$ cat config.mk
export PLATFORM = sky130hd
export DESIGN_NAME = core_start_alloc
export DESIGN_NICKNAME = d
export VERILOG_FILES = /design/src/rtl/core_alloc_pkg.sv /design/src/rtl/alloc_lowest.sv /design/src/rtl/alloc_tier_select.sv /design/src/rtl/alloc_cand.sv /design/src/rtl/core_start_alloc.sv
export SDC_FILE = /design/constraint.sdc
export NUM_CORES = 1
export LEC_CHECK = 0
export ABC_AREA = 1
export ABC_CLOCK_PERIOD_IN_PS = 3400
export BUFFER_PORTS_ARGS = -buffer_cell sky130_fd_sc_hd__buf_2
export CAP_MARGIN = 20
export CORE_AREA = 2 2 81 83
export DETAILED_ROUTE_END_ITERATION = 7
export DIE_AREA = 0 0 83 85
export PLACE_DENSITY = 0.83
export SKIP_LAST_GASP = 1
export SYNTH_ARGS = -nofsm -noshare
export SYNTH_HDL_FRONTEND = slang
export SYNTH_HIERARCHICAL = 1
export SYNTH_SLANG_ARGS = --single-unit
$ cat constraint.sdc
create_clock -name clk -period 3.4 [get_ports clk]
set_input_delay 0.51 -clock clk [delete_from_list [all_inputs] [get_ports clk]]
set_output_delay 0.51 -clock clk [all_outputs]
set_load 0.01 [all_outputs]
$ cat src/rtl/core_alloc_pkg.sv
package core_alloc_pkg;

  // Outcome of one allocation cycle
  typedef enum logic [1:0] {
    OUT_IDLE   = 2'd0,
    OUT_SINGLE = 2'd1,
    OUT_DUAL   = 2'd2,
    OUT_FAIL   = 2'd3
  } alloc_out_e;

  // Circular successor of a core index
  function automatic int unsigned succ_idx(input int unsigned i, input int unsigned n);
    return (i + 1) % n;
  endfunction

  // Circular predecessor of a core index
  function automatic int unsigned pred_idx(input int unsigned i, input int unsigned n);
    return (i + n - 1) % n;
  endfunction

endpackage

$ cat src/rtl/alloc_lowest.sv
// Lowest-index set bit of a vector.
module alloc_lowest #(
  parameter int W  = 16,
  localparam int IW = $clog2(W)
) (
  input  logic [W-1:0]  vec,
  output logic          hit,
  output logic [IW-1:0] idx
);

  always_comb begin
    hit = |vec;
    idx = '0;
    for (int i = W - 1; i >= 0; i--) begin
      if (vec[i]) idx = IW'(i);
    end
  end

endmodule

$ cat src/rtl/alloc_tier_select.sv
// Picks the lowest index of the first non-empty tier (tier 0 first).
module alloc_tier_select #(
  parameter int W  = 16,
  parameter int NT = 3,
  localparam int IW = $clog2(W)
) (
  input  logic [NT-1:0][W-1:0] tiers,
  output logic                 hit,
  output logic [IW-1:0]        idx
);

  logic [NT-1:0]         t_hit;
  logic [NT-1:0][IW-1:0] t_idx;

  for (genvar t = 0; t < NT; t++) begin : g_tier
    alloc_lowest #(.W(W)) u_low (
      .vec (tiers[t]),
      .hit (t_hit[t]),
      .idx (t_idx[t])
    );
  end

  always_comb begin
    hit = |t_hit;
    idx = '0;
    for (int t = NT - 1; t >= 0; t--) begin
      if (t_hit[t]) idx = t_idx[t];
    end
  end

endmodule

$ cat src/rtl/alloc_cand.sv
// Builds the preference-tier candidate masks from the occupancy vector.
module alloc_cand
  import core_alloc_pkg::*;
#(
  parameter int W = 16
) (
  input  logic              pair_mode,
  input  logic [W-1:0]      occ,
  output logic [2:0][W-1:0] s_tiers,
  output logic [1:0][W-1:0] d_tiers
);

  for (genvar i = 0; i < W; i++) begin : g_core
    localparam int UP = int'(succ_idx(i, W));
    localparam int DN = int'(pred_idx(i, W));
    localparam int PT = (i ^ 1) % W;
    localparam bit EVEN = (i % 2) == 0;

    logic free_c;
    assign free_c = ~occ[i];

    always_comb begin
      if (pair_mode) begin
        s_tiers[0][i] = free_c & occ[PT];
        s_tiers[1][i] = 1'b0;
        s_tiers[2][i] = free_c;
        d_tiers[0][i] = 1'b0;
        d_tiers[1][i] = EVEN & free_c & ~occ[UP];
      end else begin
        s_tiers[0][i] = free_c & occ[DN] & occ[UP];
        s_tiers[1][i] = free_c & occ[DN] & ~occ[UP];
        s_tiers[2][i] = free_c;
        d_tiers[0][i] = free_c & ~occ[UP] & occ[DN];
        d_tiers[1][i] = free_c & ~occ[UP];
      end
    end
  end

endmodule

$ cat src/rtl/core_start_alloc.sv
module core_start_alloc
  import core_alloc_pkg::*;
#(
  parameter int W  = 16,
  localparam int IW = $clog2(W)
) (
  input  logic          clk,
  input  logic          rst_n,
  input  logic          pair_mode,
  input  logic          single_req,
  input  logic          dual_req,
  input  logic          stop_vld,
  input  logic [IW-1:0] stop_idx,
  output logic          grant_vld,
  output logic          grant_dual,
  output logic [IW-1:0] grant_idx,
  output logic [IW-1:0] grant_idx2,
  output logic          fail
);

  logic [W-1:0]      occ_q, occ_d;
  logic [2:0][W-1:0] s_tiers;
  logic [1:0][W-1:0] d_tiers;
  logic              s_hit, d_hit;
  logic [IW-1:0]     s_idx, d_idx, d_nxt;
  logic [W-1:0]      stop_mask, grant_mask;
  alloc_out_e        outcome;
  logic              idx_en;
  logic [IW-1:0]     idx_d, idx2_d;

  alloc_cand #(.W(W)) u_cand (
    .pair_mode (pair_mode),
    .occ       (occ_q),
    .s_tiers   (s_tiers),
    .d_tiers   (d_tiers)
  );

  alloc_tier_select #(.W(W), .NT(3)) u_single (
    .tiers (s_tiers),
    .hit   (s_hit),
    .idx   (s_idx)
  );

  alloc_tier_select #(.W(W), .NT(2)) u_dual (
    .tiers (d_tiers),
    .hit   (d_hit),
    .idx   (d_idx)
  );

  assign d_nxt = (d_idx == IW'(W - 1)) ? '0 : d_idx + 1'b1;

  // Next-state
  always_comb begin
    outcome    = OUT_IDLE;
    grant_mask = '0;
    stop_mask  = '0;
    idx_en     = 1'b0;
    idx_d      = grant_idx;
    idx2_d     = grant_idx2;
    if (stop_vld) stop_mask[stop_idx] = 1'b1;
    if (dual_req) begin
      if (d_hit) begin
        outcome           = OUT_DUAL;
        grant_mask[d_idx] = 1'b1;
        grant_mask[d_nxt] = 1'b1;
        idx_en            = 1'b1;
        idx_d             = d_idx;
        idx2_d            = d_nxt;
      end else begin
        outcome = OUT_FAIL;
      end
    end else if (single_req) begin
      if (s_hit) begin
        outcome           = OUT_SINGLE;
        grant_mask[s_idx] = 1'b1;
        idx_en            = 1'b1;
        idx_d             = s_idx;
        idx2_d            = s_idx;
      end else begin
        outcome = OUT_FAIL;
      end
    end
    occ_d = (occ_q & ~stop_mask) | grant_mask;
  end

  // Registers
  always_ff @(posedge clk or negedge rst_n) begin
    if (!rst_n) begin
      occ_q      <= '0;
      grant_vld  <= 1'b0;
      grant_dual <= 1'b0;
      fail       <= 1'b0;
      grant_idx  <= '0;
      grant_idx2 <= '0;
    end else begin
      occ_q      <= occ_d;
      grant_vld  <= (outcome == OUT_SINGLE) || (outcome == OUT_DUAL);
      grant_dual <= (outcome == OUT_DUAL);
      fail       <= (outcome == OUT_FAIL);
      if (idx_en) begin
        grant_idx  <= idx_d;
        grant_idx2 <= idx2_d;
      end
    end
  end

endmodule

Word level (Yosys, flattened, before mapping)
Index checks and enable logic that the tools add are counted.

Bits in registers: 27. Latch bits: 0. RAM bits: 0. Bits in read-only memories: 0. Input port bits: 10. Logic and storage cells: 312. Memories kept: 0.

Add/subtract/negate cells: 1. Multiply operators: 0. Div/mod/pow operators: 0. Order comparisons: 8. Equality and inequality tests: 5. Shift operators: 0. Multiplexer cells: 169. Bitwise logic cells: 108. Reductions and logical operators: 15.

Operator list (number): $mux 4 (92); $and 1x1->1 (88); $mux 16 (5); $reduce_or 16->1 (5); $mux 1 (65); $reduce_or 48->1 (1); $or 16x16->16 (2); $reduce_or 32->1 (1); $lt 4x5->1 const B (4); $and 16x16->16 (1); $demux 1 s4 (4); $ge 4x1->1 const B (4); $not 1->1 (16); $not 16->16 (1); $mux 2 (3); $add 4x1->4 const B (1); $eq 2x2->1 const B (2); $eq 4x4->1 const B (1); $logic_and 1x1->1 (4); $reduce_and 4->1 (1); $reduce_bool 2->1 (2); $eq 2x1->1 const B (1); $ne 2x1->1 const B (1); $logic_or 1x1->1 (1).

Logic depth before layout (Yosys ltp)
Depth after elaboration: 31. Mapped depth: 30.

Cells and area by module
Netlist, hierarchy kept.

Modules (own cells, without submodules): core_start_alloc (instances 1, cells an instance 269, area an instance 1866.8 sq um); alloc_lowest (instances 5, cells an instance 49, area an instance 209.0 sq um); alloc_cand (instances 1, cells an instance 153, area an instance 679.4 sq um); alloc_tier_select (u_single) (instances 1, cells an instance 32, area an instance 127.6 sq um); alloc_tier_select (u_dual) (instances 1, cells an instance 14, area an instance 60.1 sq um).

Least setup slack after synthesis
No wires, ideal clock.

Kind: input-to-reg. From: input port pair_mode. To: register occ_q[13]. Data arrival time: 2811 ps. Path slack: 470 ps. Stages: 29. Path buffers: 2. Path through: buf_6 inv_4 buf_12 nand2_2 nor2_1 inv_1 nand2_1 nand2_1 nand2_1 nand2_1 nand2_1 nand2_1 nand2_1 nand2_1 nand2_1 nand2_1 nand2_1 nand2_1 a21oi_2 nand3_1 nand2_1 ha_1 nand2_2 nand3_4 nand2_4 nand3_1 nand2_1 nand2_1 nand2_1.

RTL lines: start: declaration (line core_start_alloc.sv:9) `input logic pair_mode,`; end signal: assignment (line core_start_alloc.sv:89) `occ_q <= '0;`; end signal: assignment (line core_start_alloc.sv:96) `occ_q <= occ_d;`; end: declaration (line core_start_alloc.sv:21) `logic [W-1:0] occ_q, occ_d;`.

==> flow_summary_export.csv <==
group,metric,value,unit
worst_setup_path,arrival,3.23,ns
detailed_routing,drt-pass1-iter-count,5,
timing,worst_pin_slew,0.6067,ns
worst_setup_path,cp_common_cell,"nand2_1",
job,cap_violations,0,
worst_setup_path,reg2reg_slack,0.38,ns
run_status,status,"finished, final reports clean",
logic_synthesis,synth_warnings,6,
worst_setup_path,setup.worst_path.class,"reg2reg",
cells_and_area,num_antenna_cells,0,
logic_synthesis,ys_ff_latch,27,
die,die_y,85,um
timing,hold_viol,0,
global_route,antenna_found_initial,0,
timing,finalCritPeriodShare,0.8870,
logic_synthesis,netlist_area,3779,um^2
die,std_cell_rows,29,
detailed_routing,drt_iter0_markers,388,
detailed_routing,ant_nets,0,
worst_setup_path,crit_required,3.62,ns
worst_setup_path,endpoint_kind,"flop",
timing,period_needed,3.016,ns
placed_design,routabilityCongestion,1.018,
die,num_io_pins,21,
global_route,grt_use_total,0.3223,
worst_hold_path,min_path_type,"in2async",
logic_synthesis,synth.avg_cell_area,5.300,um^2
worst_setup_path,critPathMaxFanout,6,
detailed_routing,via_count,4359,
logic_synthesis,ys_seq_area_frac,0.1788,
timing,slew-limit-headroom,0.5956,
timing,setup_violations,0,
placed_design,numPortBuffers,20,
timing,max_freq,331.6,MHz
logic_synthesis,yosysTopAreaCell,"nand2_1",
global_route,grt_pass1_vias,4184,
global_route,grt_max_degree,28,
logic_synthesis,netlist_top_cells_area,"nand2_1 21%, dfrtp_1 18%, nor2_1 15%",
die,coreArea,6205,um^2
clock_network,tritoncts,"done",
detailed_routing,remaining_drc_errors,0,
worst_setup_path,critPathMaxStageDelay,0.46,ns
logic_synthesis,synth_cell_types,31,
detailed_routing,drt_wl_total,10980,um
timing,setup_tns,0,ns
die,die_area,7055,um^2
clock_network,clockBufferDepth,2,
detailed_routing,viasPerCell,5.422,
cells_and_area,drive_above_1_share,0.1320,
die,initial_utilization,0.6090,
cells_and_area,final_common_cell,"nand2_1",
placed_design,dpl.hpwl,8906,um
logic_synthesis,synth_top_cell_area_share,0.2116,
clock_network,cts_sinks,27,
clock_network,cts-buffers-inserted,3,
die,die_w,83,um
logic_synthesis,syn_inst,713,
timing,fin_skew,0.004383,ns
timing,rsz0062_at_grt,"false",
global_route,overflow,0,
logic_synthesis,syn-num-nets,733,
worst_setup_path,slowest_stage,"dfrtp_1",
cells_and_area,area_growth,4.106,%
clock_network,h-tree-depth,1,
clock_network,clkTransAtPathRegs,0.09,ns
cells_and_area,layout_common_cells,"213 x nand2_1, 149 x nor2_1, 91 x inv_1",
clock_network,clock_latency,0.27,ns
clock_network,cts_hold_buf,0,
clock_network,clock-root-buffer,"clkbuf_8",
timing,drv_slew,0,
cells_and_area,num-nets-final,748,
worst_setup_path,worstPathCellList,"inv_1 > nand2_1 > nor2_1 > or2_1 > nor4_1 > buf_4 > nand2_1 > buf_4 > nand2_1 > nand2_1 > nor2_1 > nor2_1 > inv_1 > nand3_1 > o21ai_0 > inv_1 > nand2_1",
worst_setup_path,cp-start-kind,"flop",
detailed_routing,wl_per_cell,13.66,um
global_route,grt_pass1_wl,18610,um
[per-layer routing]
layer,up-vias,share of wire,global-route usage
met1,1954,0.40,0.3785
met4,0,0.043,0.1595
met5,-,0,0
met3,45,0.054,0.02432
li1,2199,-,-
met2,161,0.50,0.5931
[worst paths after layout]
check	depth (start not counted)	endpoint	from
max	17	occ_q[10]	occ_q[14]
min	1	occ_q[4]	rst_n
max reg2reg	17	occ_q[10]	occ_q[14]
min reg2reg	2	grant_idx[2]	grant_idx[2]
max in group asynchronous	1	occ_q[13]	rst_n
min in group clk	2	grant_idx[2]	grant_idx[2]
[logic make-up after synthesis]
family,count (synthesis),synth area share
compound gates,44,0.06490
fa+ha+maj,10,0.03311
buf+inv,154,0.1861
flops,27,0.1788
simple gates,478,0.5371
[timing repair]
action / 4_1_cts / 5_1_grt
buffers inserted: 0 / 0
resized for setup: 0 / 3
setup endpoints to repair: 0 / 12
[Yosys cell counts]
cell type / n
o21ai_0: 11
nand3_1: 62
buf_12: 1
clkbuf_8: 1
nand2_1: 213
buf_2: 2
clkinv_2: 1
a21oi_1: 25
clkbuf_4: 1
nor4_1: 5
clkbuf_1: 1
nand2_4: 3
nor2_1: 150
a21oi_2: 5
dfrtp_1: 27
nand4_1: 13
a31oi_1: 2
nand2_2: 4
buf_6: 3
inv_2: 34
inv_1: 91
a32oi_1: 1
ha_1: 10
inv_4: 2
nor2_4: 1
buf_4: 17
nor2_2: 2
nand3_4: 1
nor3_1: 17
or2_1: 6
nand4_4: 1
[per-stage QoR]
| stage | setup slack, ns | cell area [um^2] | std cells | hold slack [ns] | util |
|---|---|---|---|---|---|
| floorplan | 0.4697 | 3779 | 713 | 0.2144 | - |
| global placement | 0.3477 | 3879 | 800 | 0.4681 | 0.6251 |
| detailed placement | 0.2763 | 3879 | 800 | 0.5084 | 0.6251 |
| CTS | 0.3664 | 3924 | 804 | 0.2463 | 0.6324 |
| global route | 0.02462 | 3934 | 804 | 0.2739 | 0.6340 |
| finish | 0.3841 | 3934 | 804 | 0.2400 | 0.6340 |
[registers in the layout, summed over array words and instances (netlist names)]
| register | count |
|---|---|
| grant_vld | 1 |
| occ_q | 16 |
| grant_idx | 4 |
| grant_dual | 1 |
| grant_idx2 | 4 |
| fail | 1 |
[worst max-delay path, delay by kind of cell (launching register included)]
| kind | cells | cell delay (ns) |
|---|---|---|
| AOI/OAI and AO/OA | 1 | 0.30 |
| buffers and inverters | 5 | 0.75 |
| DFF | 1 | 0.46 |
| and+or+nand+nor | 11 | 1.46 |
[area by class of cell]
type | count | area (um^2)
clock buffer | 4 | 45.04
fill | 657 | 2271
inverter | 128 | 486.7
multi-input combinational | 532 | 2409
sequential | 27 | 676.9
tap | 77 | 96.34
timing repair buffer | 36 | 220.2
Power is left out: the tool's default activity adds up to more than one toggle a clock period on the data nets, which glitch-free logic cannot reach.
